File: src/rtl/jtv_pkg.sv
// Package: shared constants for the jump-table vector register.
// Assumes: a byte-addressed table whose entries are four bytes apart.
package jtv_pkg;
    localparam int JTV_DATA_W    = 16;
    localparam int JTV_FLAGS     = 7;
    localparam int JTV_IDX_SHIFT = 2;
    localparam int JTV_ADDR_W    = 4;
endpackage

File: src/rtl/jtv_base_store.sv
// Module: holds the table base address written over the register bus.
// Assumes: the decode of the register address is done by the parent; bit 0
// of the base never stores a one.
module jtv_base_store #(
    parameter int DATA_W = 16
) (
    input  logic              clk,
    input  logic              rst_n,
    input  logic              wr_hit,
    input  logic [DATA_W-1:0] wdata,
    output logic [DATA_W-1:0] base_q
);
    // Load the upper bits on an addressed write, clear on reset.
    always_ff @(posedge clk) begin
        if (!rst_n)
            base_q <= '0;
        else if (wr_hit)
            base_q <= {wdata[DATA_W-1:1], 1'b0};
    end

    // without an addressed write the base must not move.
    p_base_hold_r3: assert property (@(posedge clk) disable iff (!rst_n)
        !wr_hit |=> $stable(base_q));
    // the stored base has no bit 0 after a write.
    p_base_even_r2: assert property (@(posedge clk) disable iff (!rst_n)
        wr_hit |=> (base_q[0] == 1'b0));
endmodule

File: src/rtl/jtv_prio_enc.sv
// Module: fixed-priority encoder over the ready lines; line 0 wins.
// Assumes: the request vector is at least two bits wide.
module jtv_prio_enc #(
    parameter int N     = 7,
    parameter int IDX_W = $clog2(N)
) (
    input  logic             clk,
    input  logic             rst_n,
    input  logic [N-1:0]     req,
    output logic [IDX_W-1:0] idx,
    output logic             any
);
    logic [N-1:0] gnt;

    // One grant per line: set only when no lower-numbered line requests.
    genvar gi;
    generate
        for (gi = 0; gi < N; gi++) begin : g_grant
            if (gi == 0) begin : g_top
                assign gnt[gi] = req[gi];
            end else begin : g_rest
                assign gnt[gi] = req[gi] & ~(|req[gi-1:0]);
            end
        end
    endgenerate

    // Turn the one-hot grant into its bit number.
    always_comb begin
        idx = '0;
        for (int i = 0; i < N; i++) begin
            if (gnt[i])
                idx = idx | IDX_W'(i);
        end
    end

    assign any = |req;

    // a single winner whenever a line requests, none otherwise.
    p_single_grant_r4: assert property (@(posedge clk) disable iff (!rst_n)
        any |-> ($countones(gnt) == 1));
    p_no_grant_r6: assert property (@(posedge clk) disable iff (!rst_n)
        !any |-> (gnt == '0));
endmodule

File: src/rtl/jtv_vector_sum.sv
// Module: scales the winning index, adds it to the base and registers the
// read result.
// Assumes: the strobe and hit are qualified by the parent; the sum wraps.
module jtv_vector_sum #(
    parameter int DATA_W = 16,
    parameter int IDX_W  = 3,
    parameter int SHIFT  = 2
) (
    input  logic              clk,
    input  logic              rst_n,
    input  logic              rd_en,
    input  logic              rd_hit,
    input  logic [DATA_W-1:0] base_q,
    input  logic [IDX_W-1:0]  idx,
    output logic [DATA_W-1:0] rdata
);
    logic [DATA_W-1:0] term;
    logic [DATA_W-1:0] sum;

    // Scale the index to a table-entry offset and add, dropping the carry.
    always_comb begin
        term = DATA_W'(idx) << SHIFT;
        sum  = base_q + term;
    end

    // Capture the vector on an addressed read; zero on a stray read.
    always_ff @(posedge clk) begin
        if (!rst_n)
            rdata <= '0;
        else if (rd_en && rd_hit)
            rdata <= {sum[DATA_W-1:1], 1'b0};
        else if (rd_en)
            rdata <= '0;
    end

    // no strobe, no change.
    p_rdata_hold_r8: assert property (@(posedge clk) disable iff (!rst_n)
        !rd_en |=> $stable(rdata));
    // a read at another address returns zero.
    p_stray_read_r9: assert property (@(posedge clk) disable iff (!rst_n)
        (rd_en && !rd_hit) |=> (rdata == '0));
    // the result is always even.
    p_rdata_even_r11: assert property (@(posedge clk) disable iff (!rst_n)
        rdata[0] == 1'b0);
endmodule

File: src/rtl/jtv_vector_reg.sv
// Module: top of the jump-table vector register: base storage, priority
// encoder and scaled adder behind a simple synchronous register port.
// Assumes: one register address; read data valid one clock after strobe.
module jtv_vector_reg
    import jtv_pkg::*;
#(
    parameter int                  DATA_W    = JTV_DATA_W,
    parameter int                  FLAGS     = JTV_FLAGS,
    parameter int                  IDX_SHIFT = JTV_IDX_SHIFT,
    parameter int                  ADDR_W    = JTV_ADDR_W,
    parameter logic [ADDR_W-1:0]   REG_ADDR  = 4'h3
) (
    input  logic              clk,
    input  logic              rst_n,
    input  logic [ADDR_W-1:0] bus_addr,
    input  logic              bus_wr_en,
    input  logic [DATA_W-1:0] bus_wdata,
    input  logic              bus_rd_en,
    output logic [DATA_W-1:0] bus_rdata,
    input  logic [FLAGS-1:0]  pair_ready
);
    localparam int IDX_W = $clog2(FLAGS);

    logic              addr_hit;
    logic              wr_hit;
    logic [DATA_W-1:0] base_q;
    logic [IDX_W-1:0]  win_idx;
    logic              any_ready;

    // Decode the single register address.
    always_comb begin
        addr_hit = (bus_addr == REG_ADDR);
        wr_hit   = bus_wr_en && addr_hit;
    end

    jtv_base_store #(.DATA_W(DATA_W)) u_store (
        .clk    (clk),
        .rst_n  (rst_n),
        .wr_hit (wr_hit),
        .wdata  (bus_wdata),
        .base_q (base_q)
    );

    jtv_prio_enc #(.N(FLAGS), .IDX_W(IDX_W)) u_enc (
        .clk   (clk),
        .rst_n (rst_n),
        .req   (pair_ready),
        .idx   (win_idx),
        .any   (any_ready)
    );

    jtv_vector_sum #(.DATA_W(DATA_W), .IDX_W(IDX_W), .SHIFT(IDX_SHIFT)) u_sum (
        .clk    (clk),
        .rst_n  (rst_n),
        .rd_en  (bus_rd_en),
        .rd_hit (addr_hit),
        .base_q (base_q),
        .idx    (win_idx),
        .rdata  (bus_rdata)
    );

    // with nothing ready an addressed read returns the base as held.
    p_idle_read_r6: assert property (@(posedge clk) disable iff (!rst_n)
        (bus_rd_en && addr_hit && !any_ready) |=> (bus_rdata == $past(base_q)));
    // a same-cycle write does not leak into the read it collides with.
    p_collide_r10: assert property (@(posedge clk) disable iff (!rst_n)
        (bus_rd_en && wr_hit && !any_ready) |=> (bus_rdata == $past(base_q)));
endmodule

File: config.mk
export PLATFORM = sky130hd
export DESIGN_NAME = jtv_vector_reg
export DESIGN_NICKNAME = d
export VERILOG_FILES = /design/src/rtl/jtv_pkg.sv /design/src/rtl/jtv_base_store.sv /design/src/rtl/jtv_prio_enc.sv /design/src/rtl/jtv_vector_sum.sv /design/src/rtl/jtv_vector_reg.sv
export SDC_FILE = /design/constraint.sdc
export NUM_CORES = 1
export LEC_CHECK = 0
export BUFFER_PORTS_ARGS = -buffer_cell sky130_fd_sc_hd__buf_2
export CAP_MARGIN = 20
export CORE_MARGIN = 2
export CORE_UTILIZATION = 55
export CTS_BUF_LIST = sky130_fd_sc_hd__clkbuf_4
export CTS_CLUSTER_SIZE = 14
export DETAILED_ROUTE_END_ITERATION = 8
export PLACE_DENSITY = 0.85
export SLEW_MARGIN = 20
export SYNTH_ARGS = -nofsm -noshare
export SYNTH_HDL_FRONTEND = slang
export SYNTH_SLANG_ARGS = --single-unit
File: constraint.sdc
create_clock -name clk -period 4.9 [get_ports clk]
set_input_delay 0.735 -clock clk [delete_from_list [all_inputs] [get_ports clk]]
set_output_delay 0.735 -clock clk [all_outputs]
set_load 0.02 [all_outputs]
### After elaboration in Yosys (flattened, before gate mapping)

Cells that the tools add are included.

| storage, ports and cells | value |
|---|---|
| output and inout port bits | 16 |
| register bits | 30 |
| input port bits | 31 |

| operators by class | value |
|---|---|
| reductions and logical operators | 8 |
| eq/ne operators | 1 |
| mux-type cells | 8 |
| bitwise operators | 12 |
| add/subtract/negate cells | 1 |

Operators with widths:

| kind | number |
|---|---|
| two-way mux 16 bit | 2 |
| adder 16 x 5 -> 16 bit | 1 |
| two-way mux 3 bit | 3 |
| AND 1 bit | 6 |
| inverter 1 bit | 6 |
| OR reduction 6 bit | 1 |
| OR reduction 5 bit | 1 |
| equality test 4 x 2 -> 1 bit, second input constant | 1 |
| two-way mux 2 bit | 2 |
| OR reduction 4 bit | 1 |
| OR reduction 3 bit | 1 |
| logical AND 1 bit | 2 |
| nonzero test 2 bit | 1 |
| OR reduction 2 bit | 1 |
| two-way mux 1 bit | 1 |

### Longest topological paths before layout

| depth | value |
|---|---|
| depth after elaboration | 10 |
| mapped depth | 10 |

### By module

Synthesis repeated with hierarchy kept, for this count alone.

| unflattened totals | value |
|---|---|
| cells, all modules | 165 |
| area total of the unflattened synthesis | 1562.7 um^2 |

By module, submodules not included:

| module | area an instance (um^2) | seq. area each (um^2) | cells each | times used |
|---|---|---|---|---|
| jtv_vector_sum | 887.1 | 300.3 | 102 | 1 |
| jtv_base_store | 590.6 | 300.3 | 50 | 1 |
| jtv_prio_enc | 66.3 | 0.0 | 11 | 1 |
| jtv_vector_reg | 18.8 | 0.0 | 2 | 1 |

### Worst setup path before layout

Ideal clock, no wire load.

| path | value |
|---|---|
| path type | input port to flip-flop |
| start | in pair_ready[5] |
| end | reg u_sum.rdata[13] |
| path slack | 2.595 ns |
| data arrival time | 2.243 ns |
| required time | 4.838 ns |
| stages | 8 |
| setup time | 0.062 ns |
| cells stage by stage | nor2_1 > a211oi_1 > nor3_1 > ha_1 > a211oi_2 > or2_1 > or4_1 > nand3_1 |

| on the way | value |
|---|---|
| longest elaborated chain between the ends | 6 |

RTL lines:

| item | RTL line | source |
|---|---|---|
| from (decl) | jtv_vector_reg.sv:20 | `input logic [FLAGS-1:0] pair_ready` |
| OR reduction 6 bit | jtv_prio_enc.sv:22 | `assign gnt[gi] = req[gi] & ~(\|req[gi-1:0]);` |
| inverter 1 bit | jtv_prio_enc.sv:22 |  |
| AND 1 bit | jtv_prio_enc.sv:22 |  |
| two-way mux 3 bit * | jtv_prio_enc.sv:31 | `if (gnt[i])` |
| adder 16 x 5 -> 16 bit * | jtv_vector_sum.sv:23 | `sum = base_q + term;` |
| two-way mux 16 bit * | jtv_vector_sum.sv:30 | `else if (rd_en && rd_hit)` |
| to (signal assigned) | jtv_vector_sum.sv:31 | `rdata <= {sum[DATA_W-1:1], 1'b0};` |
| to (decl) | jtv_vector_sum.sv:15 | `output logic [DATA_W-1:0] rdata` |

Mark *: on every way between the ends. The rest lies on a longest branch, timed or not.
A chain may end at the register's enable or synchronous reset.

### Worst setup path after layout

| path | value |
|---|---|
| start | in pair_ready[5] |
| end | reg u_sum.rdata[5] |

The elaborated chain is that of the path after synthesis.

==> results.ini <==
[critical_path]
crit_start=pair_ready[5]
reg2reg_from=u_store.base_q[2]
path_cells=buf_2 > nor2_1 > a211oi_1 > nor3_1 > ha_1 > a211oi_2 > or2_1 > xor2_1 > o21ai_0
path_class=input port to register
cp-end-kind=register
reg2reg_to=u_sum.rdata[14]
worstSetupEndpoint=u_sum.rdata[5]
r2r_cells=6
worstPathArrival_ns=2.55
max_stage_delay_ns=0.42
start_kind=input port
cp_max_fo=6
required_ns=5.11
r2r_setup_slack_ns=3.15
cp_slowest_cell=a211oi_2

[grt]
use_met1_pct=25.84
grt_max_degree=22
antenna_found_initial=0
grt_pass1_vias=1284
grt.total_usage_pct=22.92
met3_usage_pct=8.140
grt_pass1_wl_mm=5.547
overflow=0
use_met2_pct=38.61
grt_busiest_layer=met2

[floorplanning]
initial_utilization_pct=58.81
ioPinCount=47
die_h_um=55.70
dieArea_mm2=0.003102
fp-row-count=18
core_mm2=0.002500
die_w_um=55.70

[clocking]
cts.sink_count=30
path_clk_slew_ns=0.09
clockBufferDepth=2
cts_root_buffer=clkbuf_4
numCtsBuffers=5
htreeDepth=2
postCtsResizedCells=0
cts_tree=built
cts_hold_buf=0
clk_latency_ns=0.33
post_cts_buffers=0

[layout]
layout_commonest_cell=nand2_1
nNetsFinal=255
area_growth_pct=20.60
nFillCells=192
utilization_pct=70.92
stdcell_count=251
layout_common_cells=nand2_1 (46), buf_2 (44), dfxtp_1 (30)
diodes=0
drive_above_1_share_pct=26.70

[drt]
wire_per_inst_um=13.25
drc=0
via_per_inst=5.434
drtIter0Drc=16
antenna_left=0
vias=1364
drtPass1Iterations=4
wl_mm=3.326

[pwr]
ir_drop_uv=253.4
power_density_mw_per_mm2=270.9
power_uw=480.3
power_leakage_uw=0.0007279

[timing]
skew_ns=0.004731
report.final.slew_viol_count=0
setup_viol=0
hold_viol=0
fmax_mhz=427.1
slew_headroom_pct=53.07
fin_setup_tns_ns=0
fin_crit_sh_pct=47.79
rsz0062_at_grt=false
tightest_slew_ns=0.7025
fin_crit_ns=2.342

[place]
dp_hpwl_mm=2.501
dpl.cell_count=243
gp_congestion=0.8761
io_buffer_count=44

[status]
outcome=finished, final reports clean

[synthesis]
ys_seq_area_share_pct=40.85
synth_cell_types=39
synth_edf_count=0
ys_ff_latch=30
syn_inst=177
syn_avg_cell_area_um2=8.306
synth_area_mm2=0.001470
synthArstFlopShare_pct=0
synth_warnings=0
ys.flop_type=dfxtp_1
syn_nets=212

[min_path]
hold_path.class=register to register

[job]
cap_violations=0

[how the worst min path moves through the flow]
stage                       from           endpoint  slack, ns  cells past startpoint
2_1_floorplan  u_store.base_q[1]  u_store.base_q[1]       0.44                      2
3_3_place_gp     u_sum.rdata[12]    u_sum.rdata[12]       0.43                      2
3_5_place_dp      u_sum.rdata[8]     u_sum.rdata[8]       0.44                      2
4_1_cts           u_sum.rdata[8]     u_sum.rdata[8]       0.46                      2
5_1_grt          u_sum.rdata[14]    u_sum.rdata[14]       0.48                      2
6_report         u_sum.rdata[14]    u_sum.rdata[14]       0.46                      2
[registers in the layout, indices dropped and copies added (netlist names)]
register / cells
u_store.base_q: 15
u_sum.rdata: 15
[cell type report]
| cell class | instances | area [µm²] | area share, % |
|---|---|---|---|
| clock inverters | 1 | 30.03 | 1.694 |
| well taps | 30 | 37.54 | 2.117 |
| multi-input cells | 137 | 824.5 | 46.51 |
| flip-flops and latches | 30 | 600.6 | 33.87 |
| clock buffers | 7 | 52.55 | 2.964 |
| inverters | 2 | 7.507 | 0.4234 |
| repair buffers | 44 | 220.2 | 12.42 |
[logic make-up after synthesis]
logic type / share of synthesized area, %
AND/OR/NAND/NOR: 28.17
AO/OA/AOI/OAI: 17.79
flip-flops: 40.85
XOR/XNOR: 5.957
buffers and inverters: 3.064
adder cells (fa/ha/maj): 3.915
other: 0.2551
[through the flow]
step	hold WS, ns	area (µm²)	worst slack (ns)
floorplan	0.4439	1470	2.595
global placement	0.4312	1690	2.351
detailed placement	0.4408	1690	2.245
CTS	0.4612	1773	2.592
global route	0.4798	1773	2.454
finish	0.4596	1773	2.558
[critical path, delay by kind of cell]
| family | cells | cell delay, ns |
|---|---|---|
| compound gates | 3 | 0.60 |
| xor+xnor | 1 | 0.16 |
| fa+ha+maj | 1 | 0.32 |
| buf+inv | 1 | 0.11 |
| simple gates | 3 | 0.63 |
[synth_stat cells, types with 4 or more instances]
library cell	number	area (µm²)
nand3_1	5	25.02
xnor2_1	4	35.03
o21ai_0	10	50.05
clkbuf_1	4	15.01
a21boi_0	15	112.6
dfxtp_1	30	600.6
nor2b_1	7	43.79
nor2_1	4	15.01
a21oi_1	4	20.02
xor2_1	6	52.55
nand2_1	46	172.7
[layer usage]
metal / vias to the layer above / wire (µm) / part of all wire (%)
met5: - / 0 / 0
met4: 0 / 51 / 1.5
met3: 9 / 212 / 6.4
met2: 44 / 1613 / 48
met1: 620 / 1448 / 44
li1: 691 / - / -
[power breakdown]
group	internal [µW]	switching [µW]
combinational	15.2	16.2
sequential	245	2.04
clock	119	82.4
total	380	101
Note: power is estimated with default switching activity, not from simulation.
